## config.mk

```make
export PLATFORM = sky130hd
export DESIGN_NAME = rx_crc_check
export DESIGN_NICKNAME = d
export VERILOG_FILES = /design/src/rtl/rx_crc_pkg.sv /design/src/rtl/rx_crc_init_ctl.sv /design/src/rtl/rx_crc_lfsr.sv /design/src/rtl/rx_crc_match.sv /design/src/rtl/rx_crc_check.sv
export SDC_FILE = /design/constraint.sdc
export NUM_CORES = 1
export LEC_CHECK = 0
export CORE_ASPECT_RATIO = 1.75
export CORE_MARGIN = 8
export CORE_UTILIZATION = 42
export DETAILED_ROUTE_END_ITERATION = 6
export HOLD_SLACK_MARGIN = 0.02
export PLACE_DENSITY_LB_ADDON = 0.1
export SETUP_SLACK_MARGIN = 0.15
export SYNTH_ARGS = -nofsm -noshare
export SYNTH_HDL_FRONTEND = slang
export SYNTH_SLANG_ARGS = --single-unit
```

## constraint.sdc

```tcl
create_clock -name clk_i -period 1.29 [get_ports clk_i]
set_clock_uncertainty 0.2 [all_clocks]
set_input_delay 0.3225 -clock clk_i [delete_from_list [all_inputs] [get_ports clk_i]]
set_output_delay 0.3225 -clock clk_i [all_outputs]
set_load 0.01 [all_outputs]
```

## src/rtl/rx_crc_pkg.sv

```systemverilog
package rx_crc_pkg;
  localparam int unsigned CRC_W = 16;
  localparam logic [CRC_W-1:0] CCITT_POLY   = 16'h1021;
  localparam logic [CRC_W-1:0] PRESET_BITOR = 16'hFFFF;
  localparam logic [CRC_W-1:0] PRESET_SYNC  = 16'h0000;
  localparam logic [CRC_W-1:0] GOOD_BITOR   = 16'h1D0F;
  localparam logic [CRC_W-1:0] GOOD_SYNC    = 16'h0000;

  typedef enum logic [1:0] {
    CMD_NOP      = 2'b00,
    CMD_RX_INIT  = 2'b01,
    CMD_TX_INIT  = 2'b10,
    CMD_EOM_CLR  = 2'b11
  } crc_cmd_e;
endpackage

```

## src/rtl/rx_crc_init_ctl.sv

```systemverilog
module rx_crc_init_ctl
  import rx_crc_pkg::*;
(
  input  logic       clk_i,
  input  logic       rst_ni,
  input  logic       mode_sdlc_i,
  input  logic       rx_en_i,
  input  logic       hunt_i,
  input  logic       flag_i,
  input  logic       cmd_we_i,
  input  logic [1:0] cmd_i,
  output logic       init_o
);
  logic hunt_q;
  logic cmd_init, hunt_entry, bitor_auto, sync_auto;

  always_ff @(posedge clk_i or negedge rst_ni) begin
    if (!rst_ni) hunt_q <= 1'b0;
    else         hunt_q <= hunt_i;
  end

  assign cmd_init   = cmd_we_i && (crc_cmd_e'(cmd_i) == CMD_RX_INIT);
  assign hunt_entry = hunt_i && !hunt_q;
  // bit-oriented mode: hunt level and every flag re-arm the checker
  assign bitor_auto = mode_sdlc_i && (hunt_i || flag_i);
  // plain sync: only entry into hunt separates messages
  assign sync_auto  = !mode_sdlc_i && hunt_entry;

  assign init_o = cmd_init || !rx_en_i || bitor_auto || sync_auto;
endmodule

```

## src/rtl/rx_crc_lfsr.sv

```systemverilog
module rx_crc_lfsr #(
  parameter int unsigned         W        = 16,
  parameter logic [W-1:0]        POLY     = 16'h1021,
  parameter logic [W-1:0]        PRE_BIT  = 16'hFFFF,
  parameter logic [W-1:0]        PRE_SYNC = 16'h0000
) (
  input  logic         clk_i,
  input  logic         rst_ni,
  input  logic         mode_sdlc_i,
  input  logic         init_i,
  input  logic         shift_i,
  input  logic         bit_i,
  output logic [W-1:0] rem_o
);
  logic [W-1:0] rem_q, rem_nxt, preset;
  logic         fb;

  assign preset = mode_sdlc_i ? PRE_BIT : PRE_SYNC;
  assign fb     = rem_q[W-1] ^ bit_i;

  assign rem_nxt[0] = fb & POLY[0];
  for (genvar i = 1; i < W; i++) begin : g_tap
    assign rem_nxt[i] = rem_q[i-1] ^ (fb & POLY[i]);
  end

  always_ff @(posedge clk_i or negedge rst_ni) begin
    if (!rst_ni)      rem_q <= '0;
    else if (init_i)  rem_q <= preset;   // init wins over data
    else if (shift_i) rem_q <= rem_nxt;
  end

  assign rem_o = rem_q;
endmodule

```

## src/rtl/rx_crc_match.sv

```systemverilog
module rx_crc_match #(
  parameter int unsigned  W        = 16,
  parameter logic [W-1:0] RES_BIT  = 16'h1D0F,
  parameter logic [W-1:0] RES_SYNC = 16'h0000
) (
  input  logic         mode_sdlc_i,
  input  logic [W-1:0] rem_i,
  output logic         ok_o
);
  assign ok_o = (rem_i == (mode_sdlc_i ? RES_BIT : RES_SYNC));
endmodule

```

## src/rtl/rx_crc_check.sv

```systemverilog
module rx_crc_check
  import rx_crc_pkg::*;
#(
  parameter int unsigned  W        = CRC_W,
  parameter logic [W-1:0] POLY     = CCITT_POLY,
  parameter logic [W-1:0] PRE_BIT  = PRESET_BITOR,
  parameter logic [W-1:0] PRE_SYNC = PRESET_SYNC,
  parameter logic [W-1:0] RES_BIT  = GOOD_BITOR,
  parameter logic [W-1:0] RES_SYNC = GOOD_SYNC
) (
  input  logic         clk_i,
  input  logic         rst_ni,
  input  logic         mode_sdlc_i,
  input  logic         rx_en_i,
  input  logic         hunt_i,
  input  logic         flag_i,
  input  logic         cmd_we_i,
  input  logic [1:0]   cmd_i,
  input  logic         bit_vld_i,
  input  logic         bit_i,
  output logic [W-1:0] rem_o,
  output logic         crc_ok_o
);
  logic init;

  rx_crc_init_ctl u_init (
    .clk_i, .rst_ni, .mode_sdlc_i, .rx_en_i, .hunt_i, .flag_i,
    .cmd_we_i, .cmd_i, .init_o(init)
  );

  rx_crc_lfsr #(.W(W), .POLY(POLY), .PRE_BIT(PRE_BIT), .PRE_SYNC(PRE_SYNC)) u_lfsr (
    .clk_i, .rst_ni, .mode_sdlc_i, .init_i(init),
    .shift_i(bit_vld_i), .bit_i, .rem_o
  );

  rx_crc_match #(.W(W), .RES_BIT(RES_BIT), .RES_SYNC(RES_SYNC)) u_match (
    .mode_sdlc_i, .rem_i(rem_o), .ok_o(crc_ok_o)
  );
endmodule

```

==> summary.txt, run 1 <==
Status
  – Status: finished, violations left
  – Failing checks: setup timing

Detailed routing
  – Post-route ant nets: 0
  – Drt via density: around 5.5
  – Iter 0 DRT Violations: 17
  – DRC viols: 0
  – Via count: ~1000
  – WL final: 3.731 mm
  – Mean routed wirelength per cell: around 21 microns
  – Initial DRT Pass Iterations: 4

Timing
  – FMAX: just over 500 MHz
  – RSZ-0062 raised after global routing: yes
  – Period utilization: 150.7%
  – Worst-Margin Slew: roughly 250 ps
  – Final Max Slew Viols: 0
  – Setup_tns: -4731 ps
  – Minimum clock period: 1944 ps
  – Final setup violation count: 31
  – Setup ws final: -653.7 ps
  – Slew margin rel.: 82.62%
  – Final Hold Fails: 0

Power
  – Pwr Total: 1.887 mW
  – PD cells: approximately 940 nW/um^2
  – Worst VDD drop: slightly below 0.7 mV
  – Leak: 0.8685 nW

Critical path
  – CP arrival: between 1000 and 1500 ps
  – Endpoint class of the critical path: primary output
  – Crit-path max FO: 3
  – Crit Path Category: reg -> out
  – Crit path required time: between 700 and 800 ps
  – Nature of the critical path startpoint: flop

Layout
  – Multi-input gate area in the final layout: 661.9 sq um
  – Layout cell share with drive strength beyond 1: about two thirds
  – Layout area overhead: 103.4%
  – Final net count: ~160
  – Antenna cells: 0
  – Cell Count, Final, Fillers Out: 176
  – Area occupied by registers: ~430 sq um
  – Filler cell count: about 100
  – Util after Layout: 88.44%
  – Cell area after layout: a little over 2000 sq um

Clock network
  – CTS Buffer Depth: 2
  – Clk sinks: 17
  – Reg clk slew, reported paths: 70 ps
  – Clk Tree Root Cell: clkbuf_8
  – TritonCTS clock tree: built
  – Total CTS buffers: 3
  – H-tree Lvls: 1
  – Clk_lat worst skew: around 250 ps
  – CTS Hold Bufs: 0

GRT
  – Vias in the first global route: ~1100
  – GR Overflow Total: 0
  – Global-route wire length before repair: roughly 5.3 mm
  – Initial antenna violation count: 0
  – GRT Overall Usage: between 15 and 20%
  – Largest net degree at the start of global routing: 18

Placement
  – Routability cong.: a little over 0.7
  – Post-detail-place hpwl: 1.943 mm
  – Total placed cells including tap cells: 150
  – Quantity of I/O buffers inserted on ports: 27
  – Cell Area, Placed: ~1500 sq um

Floorplanning
  – Die extent in x: 52.67 microns
  – DIE AREA: between 4000 and 5000 sq um
  – Starting density of the core: a little over two fifths
  – Io pins: 28
  – Die height: about 80 microns
  – Core Area: 2273 sq um
  – Cell Rows: 23

Synthesis
  – Syn_area_per_cell: roughly 13 sq um
  – Post-Synthesis Cell Area: ~1000 sq um
  – Cell count after synthesis: 76
  – Dominant synthesized flop cell: dfrtp_1
  – Seq/Total Area, Yosys: 43.04%
  – Post-synth EDFFs: 0
  – Seq cells post-synth: 17
  – Net Count, Synth: 87
  – YS warnings: 0
  – Unique masters post-synth: 23
  – Async S/R FF share, synth: 100.0%

Hold path
  – Hold Path Class: in -> async

Flow run
  – Max Cap Viol: 0
==> cells in the mapped netlist, drive strengths merged, types with 2 or more instances <==
| cell | instances | area (sq um) |
|---|---|---|
| a21oi | 2 | 10.01 |
| a31oi | 16 | 168.9 |
| and4 | 2 | 17.52 |
| buf | 6 | 61.30 |
| dfrtp | 17 | 425.4 |
| mux2i | 15 | 150.1 |
| nand3b | 2 | 15.01 |
| nor4 | 4 | 25.02 |
| xor3 | 2 | 47.55 |
==> final cells by class <==
class,instances,area share (%)
Timing Repair Buffer,78,42.07
Clock buffer,4,2.240
Multi-Input combinational cell,52,32.92
Tap cell,25,1.556
Sequential cell,17,21.22
==> registers in the layout, indices dropped and copies added (netlist names) <==
| signal | flops |
|---|---|
| u_init.hunt_q | 1 |
| u_lfsr.rem_o | 16 |
==> cells by family (layout without fill, tap and decap cells) <==
group / after synthesis / count (layout) / synth area share (%)
XOR/XNOR: 3 / 3 / 5.697
AND/OR/NAND/NOR: 14 / 14 / 8.987
buffers and inverters: 7 / 82 / 6.961
multiplexers: 16 / 16 / 16.33
flip-flops: 17 / 17 / 43.04
AO/OA/AOI/OAI: 19 / 19 / 18.99
==> path summary, 6_finish.rpt <==
kind	start	endpoint	slack [ps]	cells after the start
worst max register to register	u_lfsr.rem_o[11]$_DFFE_PN0P_	u_lfsr.rem_o[12]$_DFFE_PN0P_	-380	7
max in group asynchronous	rst_ni	u_lfsr.rem_o[11]$_DFFE_PN0P_	540	2
worst min register to register	u_lfsr.rem_o[7]$_DFFE_PN0P_	u_lfsr.rem_o[7]$_DFFE_PN0P_	580	3
worst min-delay path	rst_ni	u_lfsr.rem_o[8]$_DFFE_PN0P_	220	2
min in group clk_i	hunt_i	u_init.hunt_q$_DFF_PN0_	220	1
worst max-delay path	u_lfsr.rem_o[3]$_DFFE_PN0P_	crc_ok_o	-650	4
==> timing repair <==
| item | CTS | global route |
|---|---|---|
| endpoints found under the hold margin | 0 | 0 |
| pin swaps | 11 | 6 |
| cloned | 2 | 0 |
| setup buffers | 12 | 9 |
| endpoints found under the setup margin | 33 | 33 |
| resized for setup | 125 | 34 |
==> report_power, final <==
part	total, mW	switching, mW	leakage [nW]	internal (mW)
registers	0.645	0.0593	0.188	0.585
clock network	0.394	0.176	0.0228	0.219
logic	0.848	0.339	0.657	0.509
total	1.89	0.574	0.868	1.31
==> metrics by stage <==
stage / setup slack (ps) / hold slack, ps
after floorplan: -207.0 / -173.1
after global placement: -858.8 / 466.7
after detailed placement: -860.3 / 476.0
after CTS: -560.4 / 211.6
after global routing: -747.8 / 222.8
final: -653.7 / 216.2
==> layer usage <==
metal	GRT usage [%]	part of all wire, %
met1	18.94	40
met2	28.52	55
met3	3.512	4.3
met4	5.729	0.78
met5	0	0
==> cells in the final DEF (no fill, tap or decap), types with 2 or more instances in the layout <==
cell type      synthesis  layout
dlygate4sd2_1          0       6
clkbuf_2               0       3
buf_8                  1       3
mux2i_4                0       4
a31oi_2               11       7
nand3b_1               2       2
mux2i_1               15      10
buf_12                 0       3
and4_1                 2       2
a31oi_1                5       4
a31oi_4                0       5
buf_6                  3      48
clkbuf_8               0       3
buf_4                  1      12
xor3_1                 2       2
a21oi_2                0       2
nor4_2                 0       4
dfrtp_1               17      16
==> critical path: stages, from the launching register on <==
cell	delay, ps
dfrtp_1	420
nor4_2	340
nand3b_1	140
a21oi_2	130
buf_2	140
Power figures use the tool's default switching activity.
==> run 2, diff against run 1 <==
--- a/config.mk
+++ b/config.mk
@@ -6,7 +6,6 @@
 export NUM_CORES = 1
 export LEC_CHECK = 0
 export CORE_ASPECT_RATIO = 1.75
-export CORE_MARGIN = 8
 export CORE_UTILIZATION = 42
 export DETAILED_ROUTE_END_ITERATION = 6
 export HOLD_SLACK_MARGIN = 0.02
==> summary.txt, run 2 (synthesized netlist as in run 1, its figures left out) <==
Critical path
  – Nature of the critical path startpoint: flop
  – R2r startpoint: u_lfsr.rem_o[15]$_DFFE_PN0P_
  – Endpoint class of the critical path: primary output
  – FF-to-FF path depth: 5 (-2)
  – Crit Path Category: reg -> out
  – Crit-path max FO: 3 (unchanged)
  – CP arrival: 1530 ps (+110 ps)
  – Crit Reg-Reg Endpoint: u_lfsr.rem_o[12]$_DFFE_PN0P_
  – Crit path required time: 770 ps (about the same)
  – R2R Setup Slk: -450 ps (-70 ps)

Floorplanning
  – Cell Rows: 22 (-4.3%)
  – Io pins: 28 (unchanged)
  – Die extent in x: 38.67 microns (-27%)
  – Core Area: 2147 sq um (-5.6%)
  – Starting density of the core: 46.04% (+2.6 points)
  – Die height: 66.18 microns (-17%)
  – DIE AREA: 2559 sq um (-39%)

Placement
  – Quantity of I/O buffers inserted on ports: 27 (unchanged)
  – Post-detail-place hpwl: 1.759 mm (-9.4%)
  – Post-place setup slack: -986.6 ps (-126.2 ps)
  – Routability cong.: 0.7616 (+5.9%)

Clock network
  – Clk_lat worst skew: 290 ps (+40 ps)
  – Clk sinks: 17 (unchanged)
  – TritonCTS clock tree: built
  – Total CTS buffers: 3 (unchanged)
  – Reg clk slew, reported paths: 100 ps (+30 ps)
  – CTS Buffer Depth: 2 (unchanged)
  – Clk Tree Root Cell: clkbuf_4
  – H-tree Lvls: 1 (unchanged)

Power
  – Leak: 0.8012 nW (-7.7%)
  – PD cells: 908.4 nW/um^2 (-3.2%)
  – Worst VDD drop: 0.8085 mV (+20%)
  – Pwr Total: 1.739 mW (-7.8%)

Status
  – Failing checks: setup timing
  – Status: finished, violations left

Detailed routing
  – Iter 0 DRT Violations: 26 (+9)
  – WL final: 3.536 mm (-5.2%)
  – Post-route ant nets: 0 (unchanged)
  – Drt via density: 5.842 (+5.6%)
  – Mean routed wirelength per cell: 21.43 microns (+1.1%)
  – Initial DRT Pass Iterations: 4 (unchanged)
  – Via count: 964 (-1.0%)
  – DRC viols: 0 (unchanged)

Layout
  – Flip-flop count of the largest register after layout: 16 (unchanged)
  – Layout cell share with drive strength beyond 1: 66.67% (-1.5 points)
  – Most common cell after layout, fill and taps aside: buf_6
  – Final net count: 153 (-6.1%)
  – Most frequent cells in the layout: buf_6 (41), dfrtp_1 (13), buf_4 (10)
  – Antenna cells: 0 (unchanged)
  – Layout area overhead: 93.67%

Timing
  – Period utilization: 159.0% (+8.4 points)
  – RSZ-0062 raised after global routing: yes
  – Setup ws final: -761.6 ps (-107.9 ps)
  – Slew margin rel.: 75.78% (-6.8 points)
  – Setup_tns: -5676 ps (-944.8 ps)
  – Hold_ws: 160.9 ps (-55.26 ps)
  – FMAX: 487.4 MHz (-5.3%)
  – Final Hold Fails: 0 (unchanged)
  – Worst-Margin Slew: 360.0 ps (+106.5 ps)
  – Final setup violation count: 27 (-13%)
  – Final Max Slew Viols: 0 (unchanged)
  – Minimum clock period: 2052 ps (+107.9 ps)

GRT
  – Vias in the first global route: 955 (-11%)
  – Initial antenna violation count: 0 (unchanged)
  – Global-route wire length before repair: 4.567 mm (-13%)
  – GRT Overall Usage: 26.20% (+9.7 points)
  – GR Overflow Total: 0 (unchanged)
  – Largest net degree at the start of global routing: 18 (unchanged)

Flow run
  – Max Cap Viol: 0 (unchanged)

Hold path
  – Hold Path Class: in -> async
run 2: changes by cell type in the layout (fill, tap and decap cells not counted), moves of 3 or more:
cell,change
clkbuf_4,+3
dfrtp_1,-3
dfrtp_2,+3
clkbuf_8,-3
buf_6,-7
clkbuf_2,-3
run 2: what timing repair did:
item                                    CTS  global route
hold buffers                              0             0
cloned                                    1             0
gates resized for setup                 122            24
buffers inserted                          7             6
endpoints found under the setup margin   33            33
pin swaps                                10             6
run 2: how the worst max path moves through the flow:
stage / slack, ps / depth (start not counted) / start / to
global placement: -950 / 4 / mode_sdlc_i / crc_ok_o
floorplan: -210 / 3 / u_lfsr.rem_o[8]$_DFFE_PN0P_ / crc_ok_o
CTS: -600 / 4 / u_lfsr.rem_o[8]$_DFFE_PN0P_ / crc_ok_o
detailed placement: -990 / 4 / mode_sdlc_i / crc_ok_o
finish: -760 / 4 / u_lfsr.rem_o[2]$_DFFE_PN0P_ / crc_ok_o
global route: -810 / 4 / u_lfsr.rem_o[2]$_DFFE_PN0P_ / crc_ok_o
run 2: critical path, cell delays in order, from the launching register on:
cell and delay [ps]:
dfrtp_1 420, nor4_1 380, nand3b_1 170, a21oi_2 140
buf_2 140
run 2: layout make-up:
cell class	count	area, sq um
timing repair buffer	68	755.7
multi-input combinational	52	671.9
sequential	17	430.4
fill	89	232.7
tap	24	30.03
clock buffer	4	26.28
run 2: where the power goes:
| part | switching [mW] | total, mW | internal, mW |
|---|---|---|---|
| Clock | 0.163 | 0.283 | 0.120 |
| Sequential | 0.0625 | 0.649 | 0.587 |
| Combinational | 0.332 | 0.807 | 0.474 |
| Total | 0.558 | 1.74 | 1.18 |
run 2: metrics by stage:
stage               util (%)  std cells  instance area, sq um
detailed placement     70.16        147                  1506
global placement       70.16        147                  1506
floorplan                  -         76                  1022
global route           89.16        165                  1914
finish                 89.16        165                  1914
CTS                    81.35        159                  1747
run 2: routing by layer:
metal | vias up | track usage, % | wire length, microns
met3 | 8 | 2.020 | 107
met2 | 36 | 45.63 | 2036
met1 | 485 | 30.38 | 1302
li1 | 435 | - | -
met4 | 0 | 12.93 | 89
met5 | - | 0 | 0
